<file path="src/rtl/lbist_pkg.sv">
package lbist_pkg;
  localparam int SIG_W = 16;

  typedef enum logic [2:0] {
    ST_IDLE,
    ST_SHIFT,
    ST_CAPT,
    ST_UNLOAD,
    ST_DONE
  } lbist_st_t;

  // one step of x^16 + x^14 + x^13 + x^11 + 1, shifting toward the MSB
  function automatic logic [SIG_W-1:0] poly_step(input logic [SIG_W-1:0] v);
    return {v[SIG_W-2:0], v[15] ^ v[13] ^ v[12] ^ v[10]};
  endfunction
endpackage

</file>
<file path="src/rtl/lbist_prpg.sv">
module lbist_prpg
  import lbist_pkg::*;
#(
  parameter int NCH    = 4,
  parameter int PH_OFS = 5
) (
  input  logic             clk,
  input  logic             rst_n,
  input  logic             load,
  input  logic [SIG_W-1:0] seed,
  input  logic             step,
  output logic [SIG_W-1:0] state,
  output logic [NCH-1:0]   si
);
  logic [SIG_W-1:0] q;

  always_ff @(posedge clk) begin
    if (!rst_n)    q <= SIG_W'(1);
    else if (load) q <= (seed == '0) ? SIG_W'(1) : seed;
    else if (step) q <= poly_step(q);
  end

  // phase shifter: each chain sees the XOR of two generator taps
  for (genvar i = 0; i < NCH; i++) begin : g_phase
    localparam int TA = i % SIG_W;
    localparam int TB = (i + PH_OFS) % SIG_W;
    assign si[i] = q[TA] ^ q[TB];
  end

  assign state = q;
endmodule

</file>
<file path="src/rtl/lbist_misr.sv">
module lbist_misr
  import lbist_pkg::*;
#(
  parameter int NCH = 4
) (
  input  logic             clk,
  input  logic             rst_n,
  input  logic             clear,
  input  logic             absorb,
  input  logic [NCH-1:0]   so,
  output logic [SIG_W-1:0] sig
);
  logic [SIG_W-1:0] inj;

  always_comb begin
    inj = '0;
    for (int i = 0; i < NCH; i++) inj[i] = so[i];
  end

  always_ff @(posedge clk) begin
    if (!rst_n || clear) sig <= '0;
    else if (absorb)     sig <= poly_step(sig) ^ inj;
  end
endmodule

</file>
<file path="src/rtl/lbist_seq.sv">
module lbist_seq
  import lbist_pkg::*;
#(
  parameter int CHAIN_LEN = 8,
  parameter int PCNT_W    = 8,
  parameter int CAPW      = 3
) (
  input  logic              clk,
  input  logic              rst_n,
  input  logic              start,
  input  logic [PCNT_W-1:0] pat_count,
  input  logic [CAPW-1:0]   cap_count,
  output logic              init,
  output logic              shift_act,
  output logic              busy,
  output logic              done
);
  localparam int BW = (CHAIN_LEN > 1) ? $clog2(CHAIN_LEN) : 1;
  localparam logic [BW-1:0] BIT_LAST = BW'(CHAIN_LEN - 1);

  lbist_st_t         st;
  logic [BW-1:0]     bit_cnt;
  logic [CAPW-1:0]   cap_cnt, cap_lat, cap_end;
  logic [PCNT_W-1:0] pat_cnt, pat_lat;

  assign init    = start && (st == ST_IDLE || st == ST_DONE);
  assign cap_end = (cap_lat == '0) ? '0 : cap_lat - CAPW'(1);

  always_ff @(posedge clk) begin
    if (!rst_n) begin
      st      <= ST_IDLE;
      bit_cnt <= '0;
      cap_cnt <= '0;
      pat_cnt <= '0;
      pat_lat <= '0;
      cap_lat <= '0;
    end else if (init) begin
      pat_lat <= pat_count;
      cap_lat <= cap_count;
      pat_cnt <= '0;
      bit_cnt <= '0;
      cap_cnt <= '0;
      st      <= (pat_count == '0) ? ST_UNLOAD : ST_SHIFT;
    end else begin
      case (st)
        ST_SHIFT: begin
          if (bit_cnt == BIT_LAST) begin
            bit_cnt <= '0;
            cap_cnt <= '0;
            st      <= ST_CAPT;
          end else bit_cnt <= bit_cnt + BW'(1);
        end
        ST_CAPT: begin
          if (cap_cnt == cap_end) begin
            cap_cnt <= '0;
            pat_cnt <= pat_cnt + PCNT_W'(1);
            st      <= (pat_cnt + PCNT_W'(1) == pat_lat) ? ST_UNLOAD : ST_SHIFT;
          end else cap_cnt <= cap_cnt + CAPW'(1);
        end
        ST_UNLOAD: begin
          if (bit_cnt == BIT_LAST) begin
            bit_cnt <= '0;
            st      <= ST_DONE;
          end else bit_cnt <= bit_cnt + BW'(1);
        end
        default: ;
      endcase
    end
  end

  assign shift_act = (st == ST_SHIFT) || (st == ST_UNLOAD);
  assign busy      = shift_act || (st == ST_CAPT);
  assign done      = (st == ST_DONE);
endmodule

</file>
<file path="src/rtl/lbist_ctrl.sv">
module lbist_ctrl
  import lbist_pkg::*;
#(
  parameter int NCH       = 4,
  parameter int CHAIN_LEN = 8,
  parameter int PCNT_W    = 8,
  parameter int CAPW      = 3
) (
  input  logic              clk,
  input  logic              rst_n,
  input  logic              start,
  input  logic [PCNT_W-1:0] pat_count,
  input  logic [CAPW-1:0]   cap_count,
  input  logic [SIG_W-1:0]  seed,
  input  logic [SIG_W-1:0]  golden,
  input  logic [NCH-1:0]    chain_so,
  output logic [NCH-1:0]    chain_si,
  output logic              scan_en,
  output logic              done,
  output logic              pass
);
  logic             init, shift_act, busy;
  logic [SIG_W-1:0] lfsr_q, sig_q;

  lbist_seq #(.CHAIN_LEN(CHAIN_LEN), .PCNT_W(PCNT_W), .CAPW(CAPW)) i_seq (
    .clk(clk), .rst_n(rst_n), .start(start), .pat_count(pat_count),
    .cap_count(cap_count), .init(init), .shift_act(shift_act),
    .busy(busy), .done(done)
  );

  lbist_prpg #(.NCH(NCH)) i_prpg (
    .clk(clk), .rst_n(rst_n), .load(init), .seed(seed),
    .step(shift_act), .state(lfsr_q), .si(chain_si)
  );

  lbist_misr #(.NCH(NCH)) i_misr (
    .clk(clk), .rst_n(rst_n), .clear(init), .absorb(shift_act),
    .so(chain_so), .sig(sig_q)
  );

  assign scan_en = shift_act;
  assign pass    = done && (sig_q == golden);
endmodule

</file>
<file path="config.mk">
export PLATFORM = sky130hd
export DESIGN_NAME = lbist_ctrl
export DESIGN_NICKNAME = d
export VERILOG_FILES = /design/src/rtl/lbist_pkg.sv /design/src/rtl/lbist_prpg.sv /design/src/rtl/lbist_misr.sv /design/src/rtl/lbist_seq.sv /design/src/rtl/lbist_ctrl.sv
export SDC_FILE = /design/constraint.sdc
export NUM_CORES = 1
export LEC_CHECK = 0
export ABC_CLOCK_PERIOD_IN_PS = 1800
export BUFFER_PORTS_ARGS = -buffer_cell sky130_fd_sc_hd__clkbuf_2
export CORE_ASPECT_RATIO = 1.4
export CORE_MARGIN = 1.5
export CORE_UTILIZATION = 35
export CTS_BUF_LIST = sky130_fd_sc_hd__clkbuf_8 sky130_fd_sc_hd__clkbuf_16
export DETAILED_ROUTE_END_ITERATION = 16
export HOLD_SLACK_MARGIN = 0.03
export SYNTH_ARGS = -nofsm -noshare
export SYNTH_HDL_FRONTEND = slang
export SYNTH_SLANG_ARGS = --single-unit
export TNS_END_PERCENT = 20
</file>
<file path="constraint.sdc">
create_clock -name clk -period 1.8 [get_ports clk]
set_clock_uncertainty 0.05 [all_clocks]
set_input_delay 0.09 -clock clk [delete_from_list [all_inputs] [get_ports clk]]
set_output_delay 0.09 -clock clk [all_outputs]
set_load 0.02 [all_outputs]
</file>
-- Yosys cells after proc, flatten, opt, wreduce, memory -nomap -nowiden
Index checks and enable logic that the tools add are counted.
- add/sub/neg operators: 4
- equal/unequal tests: 12
- muxes and demuxes: 15
- bitwise logic cells: 12
- reduce and logical (&&, ||, !) cells: 18
- operators by type and width (cell ; number):
    two-way mux 16 bit ; 3
    two-way mux 3 bit ; 8
    equality test 16 bit ; 1
    logical NOT 16 bit ; 1
    bitwise XOR 16 x 4 -> 16 bit ; 1
    bitwise XOR 1 bit ; 10
    != test 3 x 1 -> 1 bit (second input constant) ; 3
    one-hot mux 3 bit (3 select lines) ; 1
    adder 8 x 1 -> 8 bit (second input constant) ; 1
    equality test 8 bit ; 1
    logical NOT 8 bit ; 1
    adder 3 x 1 -> 3 bit (second input constant) ; 2
    equality test 3 x 2 -> 1 bit (second input constant) ; 2
    equality test 3 bit (second input constant) ; 2
    logical NOT 3 bit ; 2
    one-hot mux 3 bit (2 select lines) ; 1
    two-way mux 2 bit ; 2
    AND reduction 2 bit ; 2
    AND reduction 4 bit ; 1
    nonzero test 2 bit ; 2
    nonzero test 4 bit ; 1
    OR reduction 2 bit ; 2
    equality test 3 x 1 -> 1 bit (second input constant) ; 1
    equality test 3 bit ; 1
    other kinds (6) ; 9
- register bits: 60
- bits of input ports: 50
- output and inout bits: 7
- logic and storage cells: 69

-- Logic depth before layout (Yosys ltp)
Gate-level depths: netlist of run 1.
- depth after elaboration: 6
- depth in mapped cells: 8
- gate-level depth less buffers: 8

-- Hierarchy
From an unflattened synthesis of run 1, not the netlist that was laid out.
- cell total of the unflattened synthesis: 390
- area total of the unflattened synthesis: 3320.7 sq um
- modules (own cells, without submodules) (module ; instances ; cells each ; area an instance (sq um) ; seq. area each (sq um)):
    lbist_seq ; 1 ; 209 ; 1675.4 ; 560.5
    lbist_prpg ; 1 ; 98 ; 805.8 ; 320.3
    lbist_misr ; 1 ; 61 ; 658.1 ; 320.3
    lbist_ctrl ; 1 ; 22 ; 181.4 ; 0.0

-- Least setup slack after synthesis of run 1
Ideal clock, no wire load.
- kind: register -> register
- start: register i_seq.cap_lat[0]
- end: register i_seq.pat_cnt[6]
- library setup time: 0.116 ns
- data arrival time: 1.728 ns
- setup slack: -0.093 ns
- cell stages (with the launch flop): 9
- path buffers: 0
- path through: dfxtp_1 nor2_1 inv_1 ha_1 xnor2_1 nand3_2 nor4_4 a21oi_1 a31o_1
- longest elaborated chain between the ends: 4
- ends and longest elaborated chain (what ; line ; RTL):
    start, declared ; lbist_seq.sv:23 ; logic [CAPW-1:0] cap_cnt, cap_lat, cap_end;
    start signal, assigned ; lbist_seq.sv:39 ; cap_lat <= cap_count;
    subtractor 3 x 1 -> 3 bit or logical NOT 3 bit (tied branches) ; lbist_seq.sv:27 ; assign cap_end = (cap_lat == '0) ? '0 : cap_lat - CAPW'(1);
    two-way mux 3 bit * ; lbist_seq.sv:27 ;
    equality test 3 bit * ; lbist_seq.sv:54 ; if (cap_cnt == cap_end) begin
    AND reduction 2 bit (no line) * ; n/a ;
    end signal, assigned ; lbist_seq.sv:56 ; pat_cnt <= pat_cnt + PCNT_W'(1);
    end, declared ; lbist_seq.sv:24 ; logic [PCNT_W-1:0] pat_cnt, pat_lat;
Every way passes the cells marked *; elsewhere a longest branch is shown, timed or not.
A chain may end at the register's enable or synchronous reset.

-- Worst setup path after layout of run 1
- start: register i_seq.cap_lat[0]
- end: register i_seq.pat_cnt[1]
The elaborated chain is that of the path after synthesis.

==> metrics, run 1 <==
status=finished, violations left; failing checks=negative setup slack; max incr delay on CP=0.42 ns; crit path launch type=flop; final critical-path required period=1.820 ns; Antenna Cells=0; max cap viols=0; Mapped Area=3181 um2; DRT Pass-1 Iters=4; initial antenna violation count=0; Core ar.=8926 um2; clk sink count=60; Initial Util=0.3563; Worst path depth=6; Slowest cell on crit path=or3b_4; hold depth=3; Yosys cell types=57; IO Pins=57; die span in x=83.57 um; area growth from synthesis to layout=40.56%; crit path cell chain=or3b_4 > and3_4 > nor4_4 > buf_6 > mux2i_1 > nor2_1; PortBufs=56; root buffer selected by CTS=clkbuf_16; CTS Buffer Depth=2; area leader, netlist=dfxtp_1; arrival time of the worst setup path=1.99 ns; final critical-path share of the clock period=1.011; WS Path Type=reg -> reg; actual slew at the worst max-slew pin=0.4152 ns; worst-skew pair later-pin latency=0.33 ns; CTS tree=yes; Fillers=859; Placed Instances=553; Required @ worst endpoint=1.97 ns; Slew Limit Fails=0; final setup TNS=-0.02799 ns; routed vias=3083; CTS HTree Levels=3; Initial DRC Count=177; post-synth top area share=0.3777; worst hold start=seed[10]; Core Rows=41; WL final=8606 um; dpl ws=-0.1746 ns; asr flop ratio synth=0; Critical Path Source=i_seq.cap_lat[0]; HPWL Detailed=5958 um; Synth Flop Type=dfxtp_1; Hold Crit Class=in -> reg; CP max FO=6; GRT overflow=0; # setup viols final=3; vias in the first global route=2902; critical path endpoint category=flop; Leakage=1.729 nW; Avg Vias per Cell=5.217; layout cell share with drive strength beyond 1=0.3079; Synth area leaders=dfxtp_1 (38%), nand2_1 (8.0%), xnor2_1 (7.4%); WL/cell=14.56 um; Final GP Congestion=0.8011; Synth Register Bits=60; Worst R2R Start=i_seq.cap_lat[0]; Synth Area per Inst=8.261 um2; pwr dens=826.0 nW/um2; Final Hold Fails=0; final setup margin=-0.01952 ns; fin area=4471 um2; ANT nets after route=0; sequential area share after synthesis=0.3777; clock-pin slew on the worst setup and hold paths=0.05 ns; largest net degree at the start of global routing=31; Post-synth EDFFs=0; Mapped Cells=385; CP Buf/Inv Count=1; full die area=9676 um2; synthesis warning total=0; Worst Reg2Reg Path Length in Cells=6; DP Area=3720 um2; GRT Total Usage=0.1768; RSZ-0062 raised after global routing=yes; Die Y=115.8 um; global-route wire length before repair=13730 um; Final nets=537; Post-Syn Nets=441; DR DRC count=0; Fmax=0.5496 GHz; total CTS buffers=9; final std cells w/o fill=591; CP top delay family=simple AND/OR/NAND/NOR gates; slew margin rel.=0.7207; Peak VDD IR=0.0005413 V
[repair_timing]
action | CTS | global route
gates resized for setup | 21 | 26
setup buffers | 4 | 2
hold buffers | 18 | 0
endpoints found under the setup margin | 13 | 12
endpoints found under the hold margin | 18 | 0
pin swaps | 13 | 18
gates cloned | 0 | 0
[per-stage QoR]
stage	utilization	total power, W	hold WS, ns
after floorplan	-	0.001760	0.1760
after global placement	0.4167	0.001949	0.2729
after detailed placement	0.4167	0.001955	0.2819
after CTS	0.4832	0.003698	0.03076
after global routing	0.5008	0.003857	0.04710
final	0.5008	0.003693	0.03799
[cells in the mapped netlist, types with 2 or more instances]
| library cell | n |
|---|---|
| a211oi_1 | 5 |
| a21oi_1 | 36 |
| buf_1 | 3 |
| nor2_2 | 5 |
| nor2_1 | 39 |
| nand2b_1 | 5 |
| xor2_1 | 16 |
| and3_1 | 2 |
| a2111oi_2 | 5 |
| clkbuf_1 | 14 |
| nand4_1 | 3 |
| o221ai_1 | 11 |
| nand2_1 | 68 |
| inv_1 | 8 |
| dfxtp_1 | 60 |
| xnor2_1 | 27 |
| ha_1 | 6 |
| nor4_1 | 6 |
| o21ai_0 | 7 |
| or4_1 | 2 |
| nand3b_1 | 5 |
| nor3_1 | 4 |
| mux2i_1 | 3 |
| a22oi_1 | 4 |
| buf_2 | 4 |
| nand3_1 | 6 |
[placed cells by master (no fill, tap or decap), drive strengths merged, types with 5 or more instances in the layout]
cell,instances
clkbuf,66
a2111oi,5
nor2,44
xor2,16
ha,6
xnor2,27
nand2b,5
a211oi,5
o221ai,11
inv,9
buf,34
a21oi,36
dfxtp,60
nand3,7
nor4,7
nand3b,5
o21ai,7
dlygate4sd3,18
nand2,68
[metal layers]
metal | vias up | GRT usage | part of all wire
li1 | 1537 | - | -
met1 | 1459 | 0.2034 | 0.41
met2 | 71 | 0.3151 | 0.52
met3 | 16 | 0.03561 | 0.040
met4 | 0 | 0.08415 | 0.025
met5 | - | 0 | 0
[sequential cells by signal, indices dropped and copies added, names as in the netlist]
register	count
i_seq.pat_cnt	8
i_seq.cap_lat	3
i_prpg.state	16
i_seq.pat_lat	8
i_seq.cap_cnt	3
i_misr.sig	16
i_seq.st	3
i_seq.bit_cnt	3
[worst paths after layout]
path	endpoint	slack, ns
max	i_seq.pat_cnt[1]	-0.02
min	i_prpg.state[10]	0.04
min reg2reg	i_seq.bit_cnt[1]	0.41
max reg2reg	i_seq.pat_cnt[1]	-0.02
[kinds of logic after synthesis]
| group | after synthesis | share of synthesized area |
|---|---|---|
| buffers and inverters | 30 | 0.03934 |
| muxes | 4 | 0.01298 |
| DFF | 60 | 0.3777 |
| adders and majority gates | 7 | 0.02675 |
| and+or+nand+nor | 158 | 0.2364 |
| xor gates and xnor gates | 43 | 0.1184 |
| AOI/OAI and AO/OA | 83 | 0.1884 |
[tightest hold or removal path: cells and delay by family]
kind | cells | cell delay (ns)
buffers and inverters | 1 | 0.09
AND/OR/NAND/NOR | 1 | 0.10
AO/OA/AOI/OAI | 1 | 0.09
[layout make-up]
class / instances / area, um2 / share of cell area
clock inverter: 3 / 38.79 / 0.008676
tap: 107 / 133.9 / 0.02995
multi-input combinational: 295 / 2066 / 0.4621
clock buffer: 11 / 252.7 / 0.05654
timing repair buffer: 107 / 739.5 / 0.1654
inverter: 8 / 30.03 / 0.006717
sequential: 60 / 1210 / 0.2706
[power by group]
| group | switching (W) | internal (W) |
|---|---|---|
| clock network | 0.000568 | 0.00112 |
| registers | 0.0000542 | 0.00139 |
| logic | 0.000305 | 0.000250 |
No activity file was read; power rests on OpenSTA's default activity.
==> run 2: changes to the inputs <==
--- a/config.mk
+++ b/config.mk
@@ -13,6 +13,7 @@
 export CTS_BUF_LIST = sky130_fd_sc_hd__clkbuf_8 sky130_fd_sc_hd__clkbuf_16
 export DETAILED_ROUTE_END_ITERATION = 16
 export HOLD_SLACK_MARGIN = 0.03
+export MAX_ROUTING_LAYER = met4
 export SYNTH_ARGS = -nofsm -noshare
 export SYNTH_HDL_FRONTEND = slang
 export SYNTH_SLANG_ARGS = --single-unit
==> run 2 against run 1 <==
The flow still finishes with violations (negative setup slack). First-iteration DRC count fell by 5.1%. Clock power barely moved. Non-clock buffer count did not move. Design area did not move. Critical path type unchanged. Die area did not move. Critical path depth did not move. Setup slack got worse by 0.024 ns. Register-to-register slack got worse by 0.02 ns. Sequential cell count did not move. Count of clock-buffer cells in the layout did not move.
==> metrics, run 2 (synthesized netlist as in run 1, its figures left out) <==
status=finished, violations left; failing checks=negative setup slack; ANT nets after route=0; Avg Vias per Cell=5.257; GRT overflow=0; CTS Buffer Depth=2; Critical Path Source=i_seq.cap_lat[0]; Placed Instances=553; layout cell share with drive strength beyond 1=0.3079; Peak VDD IR=0.0005408 V; Slew Limit Fails=0; Initial DRC Count=168; worst-skew pair later-pin latency=0.33 ns; final critical-path required period=1.843 ns; Final nets=537; WL final=8633 um; vias in the first global route=2906; Antenna Cells=0; dpl ws=-0.1746 ns; PortBufs=56; Required @ worst endpoint=1.96 ns; clk sink count=60; Worst R2R Start=i_seq.cap_lat[0]; # setup viols final=5; largest net degree at the start of global routing=31; crit path cell chain=or3b_4 > and3_4 > nor4_4 > buf_6 > mux2i_1 > nor2_1; Worst Reg2Reg Path Length in Cells=6; FF-to-FF End=i_seq.pat_cnt[1]; HPWL Detailed=5958 um; Core ar.=8926 um2; slew margin rel.=0.7073; Core Rows=41; GRT Total Usage=0.1819; initial antenna violation count=0; Final Hold Fails=0; CP max FO=6; CP endpoint=i_seq.pat_cnt[1]; RSZ-0062 raised after global routing=yes; Die Y=115.8 um; DR DRC count=0; Initial Util=0.3563; Final GP Congestion=0.8127; CP top delay family=simple AND/OR/NAND/NOR gates; pwr dens=825.8 nW/um2; crit path launch type=flop; Fmax=0.5425 GHz; full die area=9676 um2; hold depth=3; die span in x=83.57 um; CTS tree=yes; overall power=0.003692 W; routed vias=3107; area of the multi-input gates=2066 um2; IO Pins=57; root buffer selected by CTS=clkbuf_16; Fillers=859; final setup TNS=-0.06568 ns; critical path endpoint category=flop; total CTS buffers=9; actual slew at the worst max-slew pin=0.4351 ns; WL/cell=14.61 um; most common cell after layout, fill and taps aside=nand2_1; clock-pin slew on the worst setup and hold paths=0.05 ns; FF/Latch Area=1210 um2; fin area=4471 um2; Hold Crit Class=in -> reg; r2r setup slk=-0.04 ns; final std cells w/o fill=591; Worst path depth=6; DP Area=3720 um2; CTS HTree Levels=3; DRT Pass-1 Iters=4; commonest non-fill, non-tap cells in the layout=nand2_1 (67), clkbuf_2 (55), dfxtp_1 (53); CP Buf/Inv Count=1; area growth from synthesis to layout=40.56%; final critical-path share of the clock period=1.024; max cap viols=0; Leakage=1.729 nW; final setup margin=-0.04345 ns; max incr delay on CP=0.42 ns; Slowest cell on crit path=or3b_4; arrival time of the worst setup path=2.01 ns; global-route wire length before repair=13700 um; WS Path Type=reg -> reg
==> run 2: worst register-to-register path: cells and delay by family, from the launching register on <==
family	cells	cell delay, ns
buf+inv	1	0.17
flops	1	0.34
mux	1	0.22
simple gates	4	0.95
==> run 2: final cells by class <==
cell class / instances / share of cell area
Sequential cell: 60 / 0.2706
Timing Repair Buffer: 107 / 0.1654
Inverter: 8 / 0.006717
Multi-Input combinational cell: 295 / 0.4621
Clock inverter: 3 / 0.008676
Tap cell: 107 / 0.02995
Clock buffer: 11 / 0.05654
==> run 2: worst min path at each step <==
| stage | from | end | slack, ns |
|---|---|---|---|
| 2_1_floorplan | pat_count[1] | i_seq.pat_lat[1] | 0.18 |
| 3_3_place_gp | pat_count[5] | i_seq.pat_lat[5] | 0.27 |
| 3_5_place_dp | cap_count[0] | i_seq.cap_lat[0] | 0.28 |
| 4_1_cts | seed[10] | i_prpg.state[10] | 0.03 |
| 5_1_grt | seed[10] | i_prpg.state[10] | 0.05 |
| 6_report | seed[10] | i_prpg.state[10] | 0.03 |
==> run 2: routing by layer <==
layer	GRT usage	wire, um	part of all wire
met1	0.2017	3488	0.40
met2	0.3156	4542	0.53
met3	0.03632	380	0.044
met4	0.08415	222	0.026
met5	-	0	0
==> run 2: report_power, final <==
group / total [W] / switching (W) / internal (W)
sequential: 0.00145 / 0.0000543 / 0.00139
clock: 0.00169 / 0.000568 / 0.00112
combinational: 0.000554 / 0.000304 / 0.000250
total: 0.00369 / 0.000927 / 0.00276
==> run 2: repair_timing <==
action / CTS / global route
hold endpoints to repair: 18 / 0
hold buffers: 18 / 0
pin swaps: 13 / 18
endpoints found under the setup margin: 13 / 12
gates resized for setup: 21 / 26
setup buffers: 4 / 2
==> run 2: stage by stage <==
stage,utilization,hold WS [ns]
global route,0.5008,0.04712
finish,0.5008,0.03383
floorplan,-,0.1760
detailed placement,0.4167,0.2819
global placement,0.4167,0.2729
CTS,0.4832,0.03076
